$ cat config.mk
export PLATFORM = sky130hd
export DESIGN_NAME = wdt_match_timer
export DESIGN_NICKNAME = d
export VERILOG_FILES = /design/src/rtl/wdt_pkg.sv /design/src/rtl/wdt_counter.sv /design/src/rtl/wdt_rst_pulse.sv /design/src/rtl/wdt_match_timer.sv
export SDC_FILE = /design/constraint.sdc
export NUM_CORES = 1
export LEC_CHECK = 0
export BUFFER_PORTS_ARGS = -buffer_cell sky130_fd_sc_hd__buf_2
export CAP_MARGIN = 20
export CORE_MARGIN = 2
export CORE_UTILIZATION = 45
export CTS_BUF_LIST = sky130_fd_sc_hd__clkbuf_2
export DETAILED_ROUTE_END_ITERATION = 10
export PLACE_DENSITY = 0.66
export SLEW_MARGIN = 20
export SYNTH_ARGS = -nofsm -noshare
export SYNTH_HDL_FRONTEND = slang
export SYNTH_SLANG_ARGS = --single-unit
$ cat constraint.sdc
create_clock -name clk -period 3.4 [get_ports clk]
set_input_delay 0.51 -clock clk [delete_from_list [all_inputs] [get_ports clk]]
set_output_delay 0.51 -clock clk [all_outputs]
set_load 0.005 [all_outputs]
$ cat src/rtl/wdt_pkg.sv
package wdt_pkg;
  typedef enum logic [2:0] {
    REG_IRQ   = 3'd0,
    REG_CTRL  = 3'd1,
    REG_CNT   = 3'd2,
    REG_MACT  = 3'd3,
    REG_CMP   = 3'd4,
    REG_PIN   = 3'd5,
    REG_WIDTH = 3'd6,
    REG_CAUSE = 3'd7
  } reg_idx_e;

  typedef enum logic [1:0] {
    PIN_KEEP   = 2'd0,
    PIN_LOW    = 2'd1,
    PIN_HIGH   = 2'd2,
    PIN_TOGGLE = 2'd3
  } pin_act_e;

  function automatic logic pin_next(input pin_act_e act, input logic cur);
    case (act)
      PIN_LOW:    return 1'b0;
      PIN_HIGH:   return 1'b1;
      PIN_TOGGLE: return ~cur;
      default:    return cur;
    endcase
  endfunction
endpackage

$ cat src/rtl/wdt_counter.sv
module wdt_counter #(
  parameter int CNT_W = 32
) (
  input  logic             clk,
  input  logic             rst_n,
  input  logic             tick_i,
  input  logic             run_i,
  input  logic             clr_req_i,
  input  logic [CNT_W-1:0] cmp_i,
  output logic [CNT_W-1:0] cnt_o,
  output logic             clr_done_o,
  output logic             hit_o
);
  logic [CNT_W-1:0] cnt_q, cnt_inc;
  logic             adv;

  always_comb begin
    cnt_inc    = cnt_q + CNT_W'(1);
    adv        = tick_i & run_i & ~clr_req_i;
    clr_done_o = tick_i & clr_req_i;
    hit_o      = adv & (cnt_inc == cmp_i);
  end

  always_ff @(posedge clk or negedge rst_n) begin
    if (!rst_n)          cnt_q <= '0;
    else if (clr_done_o) cnt_q <= '0;
    else if (adv)        cnt_q <= cnt_inc;
  end

  assign cnt_o = cnt_q;
endmodule

$ cat src/rtl/wdt_rst_pulse.sv
module wdt_rst_pulse #(
  parameter int PW_W        = 16,
  parameter int PULSE_EXTRA = 6
) (
  input  logic            clk,
  input  logic            rst_n,
  input  logic            tick_i,
  input  logic            start_i,
  input  logic            start_ext_i,
  input  logic [PW_W-1:0] width_i,
  output logic            rst_int_o,
  output logic            rst_ext_o,
  output logic            cause_o
);
  localparam int LEN_W = PW_W + 1;

  logic [LEN_W-1:0] left_q;
  logic             ext_q, cause_q, busy, load;

  always_comb begin
    busy = (left_q != '0);
    load = start_i & ~busy;
  end

  always_ff @(posedge clk or negedge rst_n) begin
    if (!rst_n) begin
      left_q <= '0;
      ext_q  <= 1'b0;
    end else if (load) begin
      left_q <= LEN_W'(width_i) + LEN_W'(PULSE_EXTRA);
      ext_q  <= start_ext_i;
    end else if (tick_i && busy) begin
      left_q <= left_q - LEN_W'(1);
    end
  end

  // Power-on reset is the only clear of the cause flag.
  always_ff @(posedge clk or negedge rst_n) begin
    if (!rst_n)    cause_q <= 1'b0;
    else if (load) cause_q <= 1'b1;
  end

  assign rst_int_o = busy;
  assign rst_ext_o = busy & ext_q;
  assign cause_o   = cause_q;
endmodule

$ cat src/rtl/wdt_match_timer.sv
module wdt_match_timer
  import wdt_pkg::*;
#(
  parameter int CNT_W       = 32,
  parameter int PW_W        = 16,
  parameter int PULSE_EXTRA = 6
) (
  input  logic        clk,
  input  logic        rst_n,
  input  logic        tick_i,
  input  logic        dbg_halt_i,
  input  logic        bus_sel_i,
  input  logic        bus_wr_i,
  input  logic [2:0]  bus_addr_i,
  input  logic [31:0] bus_wdata_i,
  output logic [31:0] bus_rdata_o,
  output logic        irq_o,
  output logic        match_o,
  output logic        rst_int_o,
  output logic        rst_ext_o
);
  localparam int DW = 32;

  reg_idx_e         idx;
  logic             wr;
  logic             irq_q, en_q, clr_q, frz_q, pin_q;
  logic [4:0]       mact_q;
  pin_act_e         pin_act_q;
  logic [CNT_W-1:0] cmp_q, cnt_q;
  logic [PW_W-1:0]  width_q;
  logic             run, clr_done, hit, rsrc_q;
  logic             frc_int, frc_ext, start, start_ext;

  always_comb begin
    idx       = reg_idx_e'(bus_addr_i);
    wr        = bus_sel_i & bus_wr_i;
    run       = en_q & ~(frz_q & dbg_halt_i);
    frc_int   = wr && idx == REG_MACT && bus_wdata_i[5];
    frc_ext   = wr && idx == REG_MACT && bus_wdata_i[6];
    start     = (hit & (mact_q[3] | mact_q[4])) | frc_int | frc_ext;
    start_ext = (hit & mact_q[4]) | frc_ext;
  end

  wdt_counter #(.CNT_W(CNT_W)) u_cnt (
    .clk(clk), .rst_n(rst_n), .tick_i(tick_i), .run_i(run),
    .clr_req_i(clr_q), .cmp_i(cmp_q), .cnt_o(cnt_q),
    .clr_done_o(clr_done), .hit_o(hit)
  );

  wdt_rst_pulse #(.PW_W(PW_W), .PULSE_EXTRA(PULSE_EXTRA)) u_pulse (
    .clk(clk), .rst_n(rst_n), .tick_i(tick_i), .start_i(start),
    .start_ext_i(start_ext), .width_i(width_q),
    .rst_int_o(rst_int_o), .rst_ext_o(rst_ext_o), .cause_o(rsrc_q)
  );

  // Control: hardware updates first, a bus write in the same cycle wins.
  always_ff @(posedge clk or negedge rst_n) begin
    if (!rst_n) begin
      en_q  <= 1'b0;
      clr_q <= 1'b0;
      frz_q <= 1'b0;
    end else begin
      if (clr_done)         clr_q <= 1'b0;
      if (hit && mact_q[2]) en_q  <= 1'b0;
      if (wr && idx == REG_CTRL) begin
        en_q  <= bus_wdata_i[0];
        clr_q <= bus_wdata_i[1];
        frz_q <= bus_wdata_i[2];
      end
    end
  end

  // Interrupt flag: a match sets it, and that wins over a clear in the same cycle.
  always_ff @(posedge clk or negedge rst_n) begin
    if (!rst_n) irq_q <= 1'b0;
    else if (hit && mact_q[0]) irq_q <= 1'b1;
    else if (wr && idx == REG_IRQ && bus_wdata_i[0]) irq_q <= 1'b0;
  end

  always_ff @(posedge clk or negedge rst_n) begin
    if (!rst_n) begin
      mact_q  <= '0;
      cmp_q   <= '0;
      width_q <= '0;
    end else if (wr) begin
      case (idx)
        REG_MACT:  mact_q  <= {bus_wdata_i[4:2], 1'b0, bus_wdata_i[0]};
        REG_CMP:   cmp_q   <= bus_wdata_i[CNT_W-1:0];
        REG_WIDTH: width_q <= bus_wdata_i[PW_W-1:0];
        default: ;
      endcase
    end
  end

  // Match pin: a match event overrides a bus write of the level.
  always_ff @(posedge clk or negedge rst_n) begin
    if (!rst_n) begin
      pin_act_q <= PIN_KEEP;
      pin_q     <= 1'b0;
    end else begin
      if (wr && idx == REG_PIN) begin
        pin_act_q <= pin_act_e'(bus_wdata_i[5:4]);
        pin_q     <= bus_wdata_i[0];
      end
      if (hit) pin_q <= pin_next(pin_act_q, pin_q);
    end
  end

  always_comb begin
    case (idx)
      REG_IRQ:   bus_rdata_o = DW'(irq_q);
      REG_CTRL:  bus_rdata_o = DW'({frz_q, clr_q, en_q});
      REG_CNT:   bus_rdata_o = DW'(cnt_q);
      REG_MACT:  bus_rdata_o = DW'(mact_q);
      REG_CMP:   bus_rdata_o = DW'(cmp_q);
      REG_PIN:   bus_rdata_o = DW'({pin_act_q, 3'b000, pin_q});
      REG_WIDTH: bus_rdata_o = DW'(width_q);
      default:   bus_rdata_o = DW'(rsrc_q);
    endcase
  end

  assign irq_o   = irq_q;
  assign match_o = pin_q;
endmodule

==> impl_metrics.py <==
metrics = {
    "final_layout": {
        "nets": 904,
        "fin_area_um2": 8110,
        "num-fill-cells": 1404,
        "drive_gt1_share_pct": 27.8,
        "area_delta_synth_final_pct": 15.7,
        "fin_cells": 1052,
        "multi_input_area_um2": 4060,
        "regArea_um2": 2760,
    },
    "pwr": {
        "p_per_area_nw_per_um2": 455,
        "p_int_mw": 2.29,
        "ir_worst_vdd_mv": 0.209,
        "p_comb_share_pct": 33.4,
        "seq_power_share_pct": 51.2,
        "clkPwrFrac_pct": 15.3,
        "power_leakage_nw": 3.54,
        "p_sw_mw": 1.39,
        "swShare_pct": 37.8,
    },
    "worst_setup_path": {
        "start_kind": "flop",
        "r2r_cells": 12,
        "path_max_fanout": 7,
        "path_class": "reg -> reg",
        "crit_path_end_kind": "flop",
        "required_ns": 4.04,
        "crit_arrival_ns": 3.92,
    },
    "grt": {
        "antenna_found_initial": 1,
        "grt_first_pass_wirelength_um": 32400,
        "grt_max_degree": 61,
        "first_global_vias": 6106,
        "grt_overflow_total": 0,
        "groute.usage.overall_pct": 24.6,
    },
    "clock_tree": {
        "clock_latency_ns": 0.67,
        "cts_sinks": 110,
        "clk_pin_slew_ns": 0.33,
        "cts_made_buffers": 9,
        "cts-root-buf": "clkbuf_2",
        "cts_htree_levels": 3,
        "cts_tree": "yes",
        "cts_buffer_depth": 2,
    },
    "timing": {
        "drv_slew": 0,
        "setup_tns_ns": 0,
        "finalHoldViolCount": 0,
        "slew_headroom_pct": 49.3,
        "period_minus_slack_ns": 3.29,
        "finalSetupViolCount": 0,
        "skew_ns": 0.0499,
        "period_share_pct": 96.7,
        "clock.fmax_ghz": 0.304,
        "holdWs_ns": 0.0437,
        "worstMarginPinSlew_ns": 0.761,
    },
    "synthesis": {
        "synth.distinct_cells": 61,
        "ys_seq_elements": 110,
        "ys_seq_area_share_pct": 39.3,
        "ys.flop_type": "dfrtp_1",
        "synth_nets": 805,
        "synth.most_common_cell": "dfrtp_1",
        "syn_avg_cell_area_um2": 9.23,
        "synth.area.top_cells": "dfrtp_1, mux2_2, xnor2_1",
        "async_reset_ff_share_pct": 100,
        "yosys.area.top_type_share_pct": 39.3,
        "ys_top_cells_by_count": "dfrtp_1, mux2_2, nand2_1, nor2_1, o21ai_0",
        "netlist_area_um2": 7010,
        "synth-warning-count": 0,
        "synth-edff-count": 0,
        "synthCells": 759,
        "yosysTopAreaCell": "dfrtp_1",
    },
    "die": {
        "die_x_um": 129,
        "io_pins": 77,
        "start_util_pct": 46.1,
        "die-area_um2": 16600,
        "rows": 45,
        "fp.dieH_um": 129,
        "core_um2": 15200,
    },
    "placement": {
        "hpwl_um": 14400,
        "place_area_um2": 7730,
        "numPortBuffers": 76,
        "dpl.cell_count": 1013,
        "gp_congestion": 0.911,
    },
    "drt": {
        "drt_iter0_markers": 538,
        "drt_wl_total_um": 19900,
        "drt-pass1-iter-count": 5,
        "vias": 6325,
        "remaining_drc_errors": 0,
        "postRouteAntennaNets": 0,
        "viasPerCell": 6.01,
        "wl_per_cell_um": 19.0,
    },
    "status": {
        "outcome": "complete, no violations",
    },
    "worst_hold_path": {
        "whs_path_depth": 3,
        "hold_class": "in -> reg",
    },
    "flow_run": {
        "cap_violations": 0,
    },
}
-- layout make-up --
class | count | area share (%)
Sequential cell | 110 | 34.0
Clock inverter | 7 | 0.633
Inverter | 12 | 0.555
Tap cell | 188 | 2.90
Multi-Input combinational cell | 584 | 50.1
Clock buffer | 9 | 0.555
Antenna cell | 1 | 0.0309
Timing Repair Buffer | 141 | 11.2
-- power by group through the flow --
stage          clock network [mW]  registers (mW)  logic, mW
6_report                    0.566            1.89       1.23
2_1_floorplan                   0            1.81      0.841
4_1_cts                     0.587            1.89       1.18
3_3_place_gp                    0            1.88       1.13
5_1_grt                     0.631            1.93       1.36
3_5_place_dp                    0            1.90       1.14
-- cells by family (layout without fill, tap and decap cells) --
| logic type | count (synthesis) | in the layout | share of synthesized area, % |
|---|---|---|---|
| flops | 110 | 110 | 39.3 |
| mux | 71 | 71 | 11.4 |
| fa+ha+maj | 5 | 5 | 0.893 |
| compound gates | 180 | 180 | 16.4 |
| buf+inv | 65 | 169 | 4.07 |
| other cells | 0 | 1 | 0 |
| simple gates | 264 | 264 | 20.0 |
| xor+xnor | 64 | 64 | 8.00 |
-- layer usage --
metal	GRT usage, %	up-vias	part of all wire, %	wire length [um]
met5	0	-	0	0
met4	7.23	0	2.2	434
met3	4.57	31	5.8	1160
met2	38.8	239	47	9280
met1	34.7	3096	45	9070
li1	-	2959	-	-
-- registers in the layout, indices dropped and copies added (netlist names), 2 cells and up --
register	cells
cmp_q	32
mact_q	4
pin_act_q	2
u_cnt.cnt_o	32
u_pulse.left_q	17
width_q	16
-- worst paths after layout --
kind                                                   from  slack [ns]                              to
worst max-delay path             u_cnt.cnt_o[8]$_DFFE_PN0P_        0.11       u_pulse.ext_q$_DFFE_PN0P_
worst min-delay path                        bus_wdata_i[23]        0.04           cmp_q[23]$_DFFE_PN0P_
worst max register to register   u_cnt.cnt_o[8]$_DFFE_PN0P_        0.11       u_pulse.ext_q$_DFFE_PN0P_
worst min register to register  u_pulse.cause_o$_DFFE_PN0P_        0.50     u_pulse.cause_o$_DFFE_PN0P_
max in group asynchronous                             rst_n        2.25           cmp_q[31]$_DFFE_PN0P_
min in group asynchronous                             rst_n        0.38  u_pulse.left_q[16]$_DFFE_PN0P_
-- critical path, stage by stage (launching register included) --
cell and delay (ns):
dfrtp_1 0.50, nand4_1 0.24, nor4_4 0.52, buf_4 0.23, a21oi_1 0.07, a2111oi_1 0.32
buf_4 0.18, nand4_1 0.09, nor3b_1 0.25, nor4b_4 0.37, buf_4 0.18, a22o_1 0.16
mux2_4 0.15
-- per-stage QoR --
stage | util (%) | setup slack [ns] | power, mW
2_1_floorplan | - | 0.267 | 2.65
5_1_grt | 53.3 | -0.0561 | 3.92
4_1_cts | 52.1 | 0.0108 | 3.65
3_5_place_dp | 50.9 | -0.0919 | 3.04
6_report | 53.3 | 0.113 | 3.69
3_3_place_gp | 50.9 | -0.00334 | 3.01
-- layout by cell type (no fill, tap or decap), types with 9 or more instances in the layout --
master / synthesis / layout
clkbuf_2: 0 / 9
nor2_1: 60 / 60
nor3_1: 18 / 16
o31ai_1: 14 / 14
xnor2_1: 42 / 42
a22oi_1: 11 / 11
mux2_2: 62 / 62
buf_4: 5 / 59
nand3_1: 22 / 21
a31oi_1: 11 / 11
dfrtp_1: 110 / 106
a21oi_1: 25 / 24
nand2_1: 60 / 60
inv_1: 12 / 12
nand2b_1: 13 / 13
nand4_1: 20 / 20
xor2_1: 22 / 22
a22o_1: 21 / 21
nor4_1: 14 / 10
o21ai_0: 59 / 59
buf_2: 12 / 75
o21ai_1: 9 / 9
and3_1: 15 / 15
-- repair_timing --
| item | in CTS | in global routing |
|---|---|---|
| pin swaps | 2 | 4 |
| buffers inserted | 2 | 15 |
| gates resized for setup | 7 | 11 |
| endpoints found under the setup margin | 7 | 19 |
| hold endpoints to repair | 54 | 0 |
| hold buffers | 5 | 0 |
(Power assumes the default switching activity.)
